**src/rtl/dac_regif_pkg.sv**
```systemverilog
package dac_regif_pkg;
  // Register offsets whose positions software depends on
  localparam int unsigned OFS_RANGE = 8;
  localparam int unsigned OFS_TRIG  = 9;
  localparam int unsigned OFS_MODE  = 15;
  localparam int unsigned OFS_ID    = 20;

  typedef enum logic [1:0] {
    RNG_UNI5  = 2'd0,
    RNG_UNI10 = 2'd1,
    RNG_BIP5  = 2'd2,
    RNG_BIP10 = 2'd3
  } range_e;
endpackage

```
**src/rtl/dac_chan.sv**
```systemverilog
module dac_chan #(
  parameter int CODE_W = 12,
  parameter int DATA_W = 8
) (
  input  logic              clk,
  input  logic              clr,
  input  logic              wr_lo,
  input  logic              wr_hi,
  input  logic              trig,
  input  logic              sync_mode,
  input  logic [DATA_W-1:0] wdata,
  output logic [CODE_W-1:0] code,
  output logic              load
);
  localparam int HI_W = CODE_W - DATA_W;

  logic [DATA_W-1:0] stage_lo;
  logic [CODE_W-1:0] hold;
  logic [CODE_W-1:0] assembled;

  assign assembled = {wdata[HI_W-1:0], stage_lo};

  always_ff @(posedge clk) begin
    if (clr) begin
      stage_lo <= '0;
      hold     <= '0;
      code     <= '0;
      load     <= 1'b0;
    end else begin
      load <= 1'b0;
      if (wr_lo) stage_lo <= wdata;
      if (wr_hi) begin
        if (sync_mode) begin
          hold <= assembled;
        end else begin
          code <= assembled;
          load <= 1'b1;
        end
      end
      if (trig && sync_mode) begin
        code <= hold;
        load <= 1'b1;
      end
    end
  end
endmodule

```
**src/rtl/dac_ctrl.sv**
```systemverilog
module dac_ctrl
  import dac_regif_pkg::*;
#(
  parameter int NCH    = 4,
  parameter int DATA_W = 8
) (
  input  logic              clk,
  input  logic              clr,
  input  logic              wr_range,
  input  logic              wr_mode,
  input  logic [DATA_W-1:0] wdata,
  output logic [2*NCH-1:0]  range_q,
  output logic              sync_q
);
  localparam int RW = 2 * NCH;

  always_ff @(posedge clk) begin
    if (clr) begin
      range_q <= {NCH{RNG_UNI5}};
      sync_q  <= 1'b0;
    end else begin
      if (wr_range) range_q <= wdata[RW-1:0];
      if (wr_mode)  sync_q  <= wdata[0];
    end
  end
endmodule

```
**src/rtl/dac_regif.sv**
```systemverilog
module dac_regif
  import dac_regif_pkg::*;
#(
  parameter int NCH    = 4,
  parameter int CODE_W = 12,
  parameter int DATA_W = 8,
  parameter int ADDR_W = 5,
  parameter int ID_W   = 4
) (
  input  logic                  clk,
  input  logic                  rst,
  input  logic                  warm_rst,
  input  logic                  keep_strap,
  input  logic                  bus_wr,
  input  logic                  bus_rd,
  input  logic [ADDR_W-1:0]     bus_addr,
  input  logic [DATA_W-1:0]     bus_wdata,
  output logic [DATA_W-1:0]     bus_rdata,
  input  logic [ID_W-1:0]       board_sw,
  output logic [NCH*CODE_W-1:0] dac_code,
  output logic [2*NCH-1:0]      dac_range,
  output logic [NCH-1:0]        dac_load
);
  localparam int RW = 2 * NCH;

  logic clr;
  logic sync_q;
  logic [RW-1:0] range_q;
  logic trig;

  assign clr  = rst | (warm_rst & ~keep_strap);
  assign trig = bus_wr && (bus_addr == ADDR_W'(OFS_TRIG));

  dac_ctrl #(.NCH(NCH), .DATA_W(DATA_W)) u_ctrl (
    .clk      (clk),
    .clr      (clr),
    .wr_range (bus_wr && (bus_addr == ADDR_W'(OFS_RANGE))),
    .wr_mode  (bus_wr && (bus_addr == ADDR_W'(OFS_MODE))),
    .wdata    (bus_wdata),
    .range_q  (range_q),
    .sync_q   (sync_q)
  );

  assign dac_range = range_q;

  for (genvar c = 0; c < NCH; c++) begin : g_chan
    dac_chan #(.CODE_W(CODE_W), .DATA_W(DATA_W)) u_chan (
      .clk       (clk),
      .clr       (clr),
      .wr_lo     (bus_wr && (bus_addr == ADDR_W'(2 * c))),
      .wr_hi     (bus_wr && (bus_addr == ADDR_W'(2 * c + 1))),
      .trig      (trig),
      .sync_mode (sync_q),
      .wdata     (bus_wdata),
      .code      (dac_code[c*CODE_W +: CODE_W]),
      .load      (dac_load[c])
    );
  end

  always_ff @(posedge clk) begin
    if (rst) begin
      bus_rdata <= '0;
    end else if (bus_rd) begin
      if (bus_addr == ADDR_W'(OFS_RANGE))
        bus_rdata <= DATA_W'(range_q);
      else if (bus_addr == ADDR_W'(OFS_MODE))
        bus_rdata <= DATA_W'(sync_q);
      else if (bus_addr == ADDR_W'(OFS_ID))
        bus_rdata <= DATA_W'(board_sw);
      else
        bus_rdata <= '0;
    end
  end
endmodule

```
**config.mk**
```make
export PLATFORM = sky130hd
export DESIGN_NAME = dac_regif
export DESIGN_NICKNAME = d
export VERILOG_FILES = /design/src/rtl/dac_regif_pkg.sv /design/src/rtl/dac_chan.sv /design/src/rtl/dac_ctrl.sv /design/src/rtl/dac_regif.sv
export SDC_FILE = /design/constraint.sdc
export NUM_CORES = 1
export LEC_CHECK = 0
export BUFFER_PORTS_ARGS = -buffer_cell sky130_fd_sc_hd__buf_2
export CAP_MARGIN = 10
export CELL_PAD_IN_SITES_DETAIL_PLACEMENT = 0
export CELL_PAD_IN_SITES_GLOBAL_PLACEMENT = 1
export CORE_UTILIZATION = 45
export DETAILED_ROUTE_END_ITERATION = 10
export PLACE_DENSITY_LB_ADDON = 0.1
export SYNTH_ARGS = -nofsm -noshare
export SYNTH_HDL_FRONTEND = slang
export SYNTH_SLANG_ARGS = --single-unit
```
**constraint.sdc**
```tcl
create_clock -name clk -period 3.5 [get_ports clk]
set_input_delay 0.35 -clock clk [delete_from_list [all_inputs] [get_ports clk]]
set_output_delay 0.35 -clock clk [all_outputs]
set_load 0.02 [all_outputs]
```
==> impl_metrics.py, run 1 <==
metrics = {
    "placement": {
        "dp_slack_ps": 838.2,
        "placedInstanceArea_mm2": 0.006533,
        "io_buffers": 90,
        "post-dp-hpwl_um": 9016,
        "gp_congestion": 0.7748,
    },
    "route": {
        "finalWirelength_um": 14160,
        "average_via_count_per_standard_cell": 5.187,
        "dr.pass1.iters": 5,
        "drc": 0,
        "dr_total_vias": 4710,
        "drt_iter0_markers": 310,
        "antenna_left": 0,
        "drt-wirelength-per-cell_um": 15.60,
    },
    "setup_path": {
        "timing.critical_path.arrival_ps": 2920,
        "timing.reg2reg.worst_path_depth": 5,
        "path_max_fanout": 17,
        "cp_data_required_time_ps": 3810,
        "reg2reg_slack_ps": 890,
        "crit_type": "reg2reg",
        "crit_chain": "or4bb_1 > buf_4 > a21oi_4 > nor2_1 > a311oi_1",
        "critPathLaunchType": "register",
        "critPathSlowestCell": "sky130_fd_sc_hd__or4bb_1",
        "cpPeakStageDelay_ps": 750,
        "worst_setup_path_end_kind": "register",
    },
    "logic_synthesis": {
        "netlist_instances": 659,
        "synth_ff_type": "sky130_fd_sc_hd__dfxtp_1",
        "mappedNetlistNets": 682,
        "netlist_area_mm2": 0.006043,
        "yosysWarningCount": 0,
        "post_synth_edffs": 0,
        "postSynthRegisterBits": 149,
        "seq_area_frac_synth": 0.4936,
        "average_instance_area_after_synthesis_um2": 9.170,
        "post_synth_num_cell_types": 44,
        "asyncSetResetFlopFracSynth": 0,
    },
    "floorplanning": {
        "start_util": 0.4693,
        "core.rowCount": 41,
        "fp.dieW_um": 117.9,
        "die_area_mm2": 0.01390,
        "core-area_mm2": 0.01288,
        "die_h_um": 117.9,
        "ios": 91,
    },
    "power_and_ir_drop": {
        "power_share_of_the_sequential_group": 0.489,
        "clock_power_share": 0.467,
        "power_report.internal_total_mw": 2.741,
        "pwr_density_cell_mw_per_mm2": 495.2,
        "net-switching-power_mw": 0.7605,
        "power.switching_fraction": 0.2172,
        "report.power.total_mw": 3.501,
        "power.leakage_nw": 2.665,
        "p_comb_frac": 0.044,
        "ir_drop_uv": 303.8,
    },
    "sta": {
        "tns_ps": 0,
        "finClkSkew_ps": 4.498,
        "finish_stage_setup_viols": 0,
        "max_clock_freq_mhz": 383.5,
        "timing.final.crit_period_ps": 2607,
        "maxSlewHeadroom": 0.2269,
        "setup_repair_after_global_routing_missed_its_margin": "no",
        "period_share": 0.7449,
        "slew_violations": 0,
        "max_slew.worst_pin.slew_ps": 1160,
        "setup_slack_ps": 892.7,
        "hold_violations": 0,
    },
    "cts": {
        "clkTransAtPathRegs_ps": 60,
        "tritoncts": "built",
        "cts.sinks": 149,
        "count_of_hold_buffers_inserted_by_post_cts_repair": 0,
        "clk_path_buf_depth": 2,
        "cts_setup_buffers": 0,
        "numCtsBuffers": 17,
        "clock_insertion_delay_worst_skew_ps": 410,
        "cts-root-buf": "sky130_fd_sc_hd__clkbuf_16",
        "cts_repair_resize_count": 0,
        "cts-htree-levels": 4,
    },
    "global_routing": {
        "antenna_found_initial": 0,
        "largest_net_degree_at_the_start_of_global_routing": 114,
        "total_global_routing_overflow": 0,
        "grt_pass1_vias": 4348,
        "grtUsageTotal": 0.2139,
        "grt_first_pass_wirelength_um": 23380,
    },
    "outcome": {
        "run_status": "finished, final reports clean",
    },
    "final_layout": {
        "most_common_cell_after_layout_fill_and_taps_aside": "sky130_fd_sc_hd__dfxtp_1",
        "mostFrequentLayoutCells": "sky130_fd_sc_hd__dfxtp_1 (149), sky130_fd_sc_hd__nand2_1 (95), sky130_fd_sc_hd__nor2_1 (95)",
        "fillers": 1171,
        "final_nets": 746,
        "stdcell_area_mm2": 0.007071,
        "syn_to_final_growth_pct": 17.00,
        "n_antenna_cell": 0,
        "post_route_cells_drive_above_1_share": 0.1957,
    },
    "hold_path": {
        "hold_depth": 3,
        "timing.hold.worst.class": "in2reg",
    },
    "flow_run": {
        "drv_cap": 0,
    },
}
state kept, by name (all words and copies together) (netlist names):
| register | cells |
|---|---|
| g_chan.u_chan.hold | 48 |
| u_ctrl.range_q | 8 |
| g_chan.u_chan.load | 4 |
| u_ctrl.sync_q | 1 |
| bus_rdata | 8 |
| g_chan.u_chan.code | 48 |
| g_chan.u_chan.stage_lo | 32 |
cell families (layout without fill, tap and decap cells):
logic type	after synthesis	in the layout	share of synthesized area
AND/OR/NAND/NOR	258	258	0.2004
multiplexers	80	80	0.1325
XOR/XNOR	1	1	0.001450
buffers and inverters	56	133	0.04617
flip-flops	149	149	0.4936
AO/OA/AOI/OAI	115	115	0.1259
per-layer routing:
layer,vias to the layer above,routed length (um),global-route usage
li1,2412,-,-
met1,2180,6973,0.3033
met2,106,6370,0.3184
met3,12,673,0.05378
met4,0,146,0.06170
met5,-,0,0
final cells by class:
class	instances	area, um2	share of cell area
multi-input cells	454	2813	0.3978
flip-flops and latches	149	2983	0.4219
clock buffers	27	473.0	0.06689
inverters	1	3.754	0.0005309
repair buffers	100	533.0	0.07538
well taps	172	215.2	0.03044
clock inverters	5	50.05	0.007078
critical path: cells and delay by family (launching register included):
kind / cells / cell delay (ps)
AO/OA/AOI/OAI: 2 / 650
flip-flops: 1 / 690
AND/OR/NAND/NOR: 2 / 830
buffers and inverters: 1 / 330
worst paths after layout:
| kind | endpoint | startpoint |
|---|---|---|
| max | g_chan[3].u_chan.code[4] | u_ctrl.sync_q |
| min | bus_rdata[0] | board_sw[0] |
| max reg2reg | g_chan[3].u_chan.code[4] | u_ctrl.sync_q |
| min reg2reg | g_chan[0].u_chan.code[2] | g_chan[0].u_chan.hold[2] |
cell usage after synthesis (all sizes together), types with 3 or more instances:
master  count  area [um2]
buf        22       151.4
a22oi       4       30.03
a311oi     25       237.7
a21oi      48       262.8
o21ai      24       120.1
mux2i      80       800.8
nor2       97       369.1
and2        5       31.28
nor3        5       41.29
nand3b      3       35.03
a31oi       8       50.05
a211oi      4       42.54
clkbuf     33       123.9
nand3      31       155.2
dfxtp     149        2983
nand2b      7       43.79
nand2      95       356.6
through the flow:
stage,hold slack [ps],cells,utilization
final,219.2,908,0.5491
after CTS,201.8,907,0.5480
after floorplan,448.5,659,-
after global placement,456.6,875,0.5073
after detailed placement,465.0,875,0.5073
after global routing,227.9,908,0.5491
power groups by stage:
stage	logic (mW)	clock network, mW	registers [mW]
floorplan	0.0914	0	1.75
global placement	0.152	0	1.75
global route	0.170	1.75	1.71
detailed placement	0.154	0	1.75
finish	0.155	1.63	1.71
CTS	0.154	1.67	1.71
No activity file was read; power rests on OpenSTA's default activity.
==> run 2: changes to the inputs <==
- CORE_UTILIZATION: 45 -> 39
- clock period: 3.5 -> 2.1 ns (I/O delays scaled with it)
==> impl_metrics.py, run 2 (synthesis results as in run 1) <==
metrics = {
    "route": {
        "drt-wirelength-per-cell_um": 15.90,
        "detailroute.wirelength.met3_um": 416,
        "dr_total_vias": 4845,
        "antenna_left": 0,
        "dr.pass1.iters": 4,
        "sum_of_routed_wire_segments_on_met1_um": 7334,
        "drc": 0,
        "drt_iter0_markers": 188,
        "met2_wirelength_from_detailed_routing_um": 7036,
        "average_via_count_per_standard_cell": 5.165,
        "finalWirelength_um": 14920,
        "top_signal_layer_used": "met4",
    },
    "floorplanning": {
        "die_area_mm2": 0.01600,
        "start_util": 0.3990,
        "ios": 91,
        "core-area_mm2": 0.01515,
        "core.rowCount": 45,
        "die_h_um": 126.5,
        "fp.dieW_um": 126.5,
    },
    "setup_path": {
        "worst_setup_path_end_kind": "register",
        "path_max_fanout": 17,
        "crit_chain": "or4bb_1 > a21oi_4 > nor2_1 > a311oi_1",
        "reg2reg_from": "u_ctrl.sync_q",
        "cpPeakStageDelay_ps": 510,
        "timing.critical_path.arrival_ps": 2150,
        "critPathLaunch": "u_ctrl.sync_q",
        "critPathSlowestCell": "sky130_fd_sc_hd__or4bb_1",
        "crit_type": "reg2reg",
        "critPathLaunchType": "register",
        "cp_data_required_time_ps": 2420,
    },
    "global_routing": {
        "largest_net_degree_at_the_start_of_global_routing": 56,
        "antenna_found_initial": 0,
        "grtUsageTotal": 0.1941,
        "grt_first_pass_wirelength_um": 24160,
        "grt_pass1_vias": 4606,
        "total_global_routing_overflow": 0,
    },
    "placement": {
        "gp_congestion": 0.7838,
        "post-dp-hpwl_um": 9856,
        "io_buffers": 90,
        "dp_slack_ps": 94.40,
    },
    "final_layout": {
        "sequential_cell_area_mm2": 0.002983,
        "layout.core_utilization": 0.4829,
        "fillers": 1423,
        "syn_to_final_growth_pct": 21.04,
        "multi_input_comb_area_mm2": 0.002809,
        "final_nets": 759,
        "biggestRegsByFlops": "g_chan.u_chan.code (48), g_chan.u_chan.hold (48), g_chan.u_chan.stage_lo (32)",
        "mostFrequentLayoutCells": "sky130_fd_sc_hd__dfxtp_1 (149), sky130_fd_sc_hd__nand2_1 (95), sky130_fd_sc_hd__nor2_1 (95)",
        "post_route_cells_drive_above_1_share": 0.2150,
        "most_common_cell_after_layout_fill_and_taps_aside": "sky130_fd_sc_hd__dfxtp_1",
    },
    "power_and_ir_drop": {
        "ir_drop_uv": 513.4,
        "pwr_density_cell_mw_per_mm2": 854.6,
        "power.leakage_nw": 2.792,
        "report.power.total_mw": 6.251,
    },
    "cts": {
        "cts-root-buf": "sky130_fd_sc_hd__clkbuf_16",
        "count_of_hold_buffers_inserted_by_post_cts_repair": 0,
        "tritoncts": "built",
        "cts_repair_resize_count": 0,
        "cts.sinks": 149,
        "cts-htree-levels": 4,
        "numCtsBuffers": 17,
        "clk_path_buf_depth": 2,
        "clock_insertion_delay_worst_skew_ps": 410,
        "clkTransAtPathRegs_ps": 60,
        "cts_setup_buffers": 0,
    },
    "sta": {
        "max_clock_freq_mhz": 545.2,
        "hold-worst-slack_ps": 71.57,
        "period_share": 0.8734,
        "maxSlewHeadroom": 0.5884,
        "max_slew.worst_pin.slew_ps": 617.5,
        "slew_violations": 0,
        "setup_repair_after_global_routing_missed_its_margin": "no",
        "finish_stage_setup_viols": 0,
        "tns_ps": 0,
        "hold_violations": 0,
        "timing.final.crit_period_ps": 1834,
        "finClkSkew_ps": 5.167,
        "setup_slack_ps": 265.9,
    },
    "hold_path": {
        "min_from": "board_sw[0]",
        "timing.hold.worst.class": "in2reg",
    },
    "outcome": {
        "run_status": "finished, final reports clean",
    },
    "flow_run": {
        "drv_cap": 0,
    },
}
[run 2: cell types whose count changed in the layout (fill, tap and decap cells not counted), moves of 3 or more]
cell,before,now
sky130_fd_sc_hd__buf_12,0,4
sky130_fd_sc_hd__bufinv_16,1,4
sky130_fd_sc_hd__buf_4,9,19
sky130_fd_sc_hd__clkbuf_1,9,4
[run 2: per-layer routing]
metal	vias up	global-route usage
li1	2441	-
met1	2327	0.2543
met2	68	0.3188
met3	9	0.04429
met4	0	0.05741
met5	-	0
[run 2: area by class of cell]
cell class	instances	share of cell area
antenna	1	0.0003421
clock buffer	22	0.06209
clock inverter	10	0.02104
inverter	1	0.0005132
multi-input combinational	454	0.3840
sequential	149	0.4078
tap	188	0.03216
timing repair buffer	113	0.09203
[run 2: stage by stage]
step | instance area (um2) | std cells
2_1_floorplan | 6043 | 659
3_3_place_gp | 6704 | 905
3_5_place_dp | 6704 | 905
4_1_cts | 7312 | 937
5_1_grt | 7312 | 937
6_report | 7315 | 938
[run 2: critical path: cells and delay by family (launching register included)]
kind,cells,cell delay (ps)
AOI/OAI and AO/OA,2,680
and+or+nand+nor,2,580
DFF,1,460
[run 2: final timing paths]
check                                           endpoint  slack (ps)  cells past startpoint
worst max-delay path            g_chan[3].u_chan.code[5]         270                      4
worst min-delay path                        bus_rdata[0]          70                      3
worst max register to register  g_chan[3].u_chan.code[5]         270                      4
worst min register to register              bus_rdata[6]         470                      2
[run 2: where the power goes]
part	total, mW	internal (mW)	switching, mW
Clock	3.13	2.01	1.12
Sequential	2.85	2.84	0.00862
Combinational	0.274	0.0838	0.191
Total	6.25	4.94	1.31
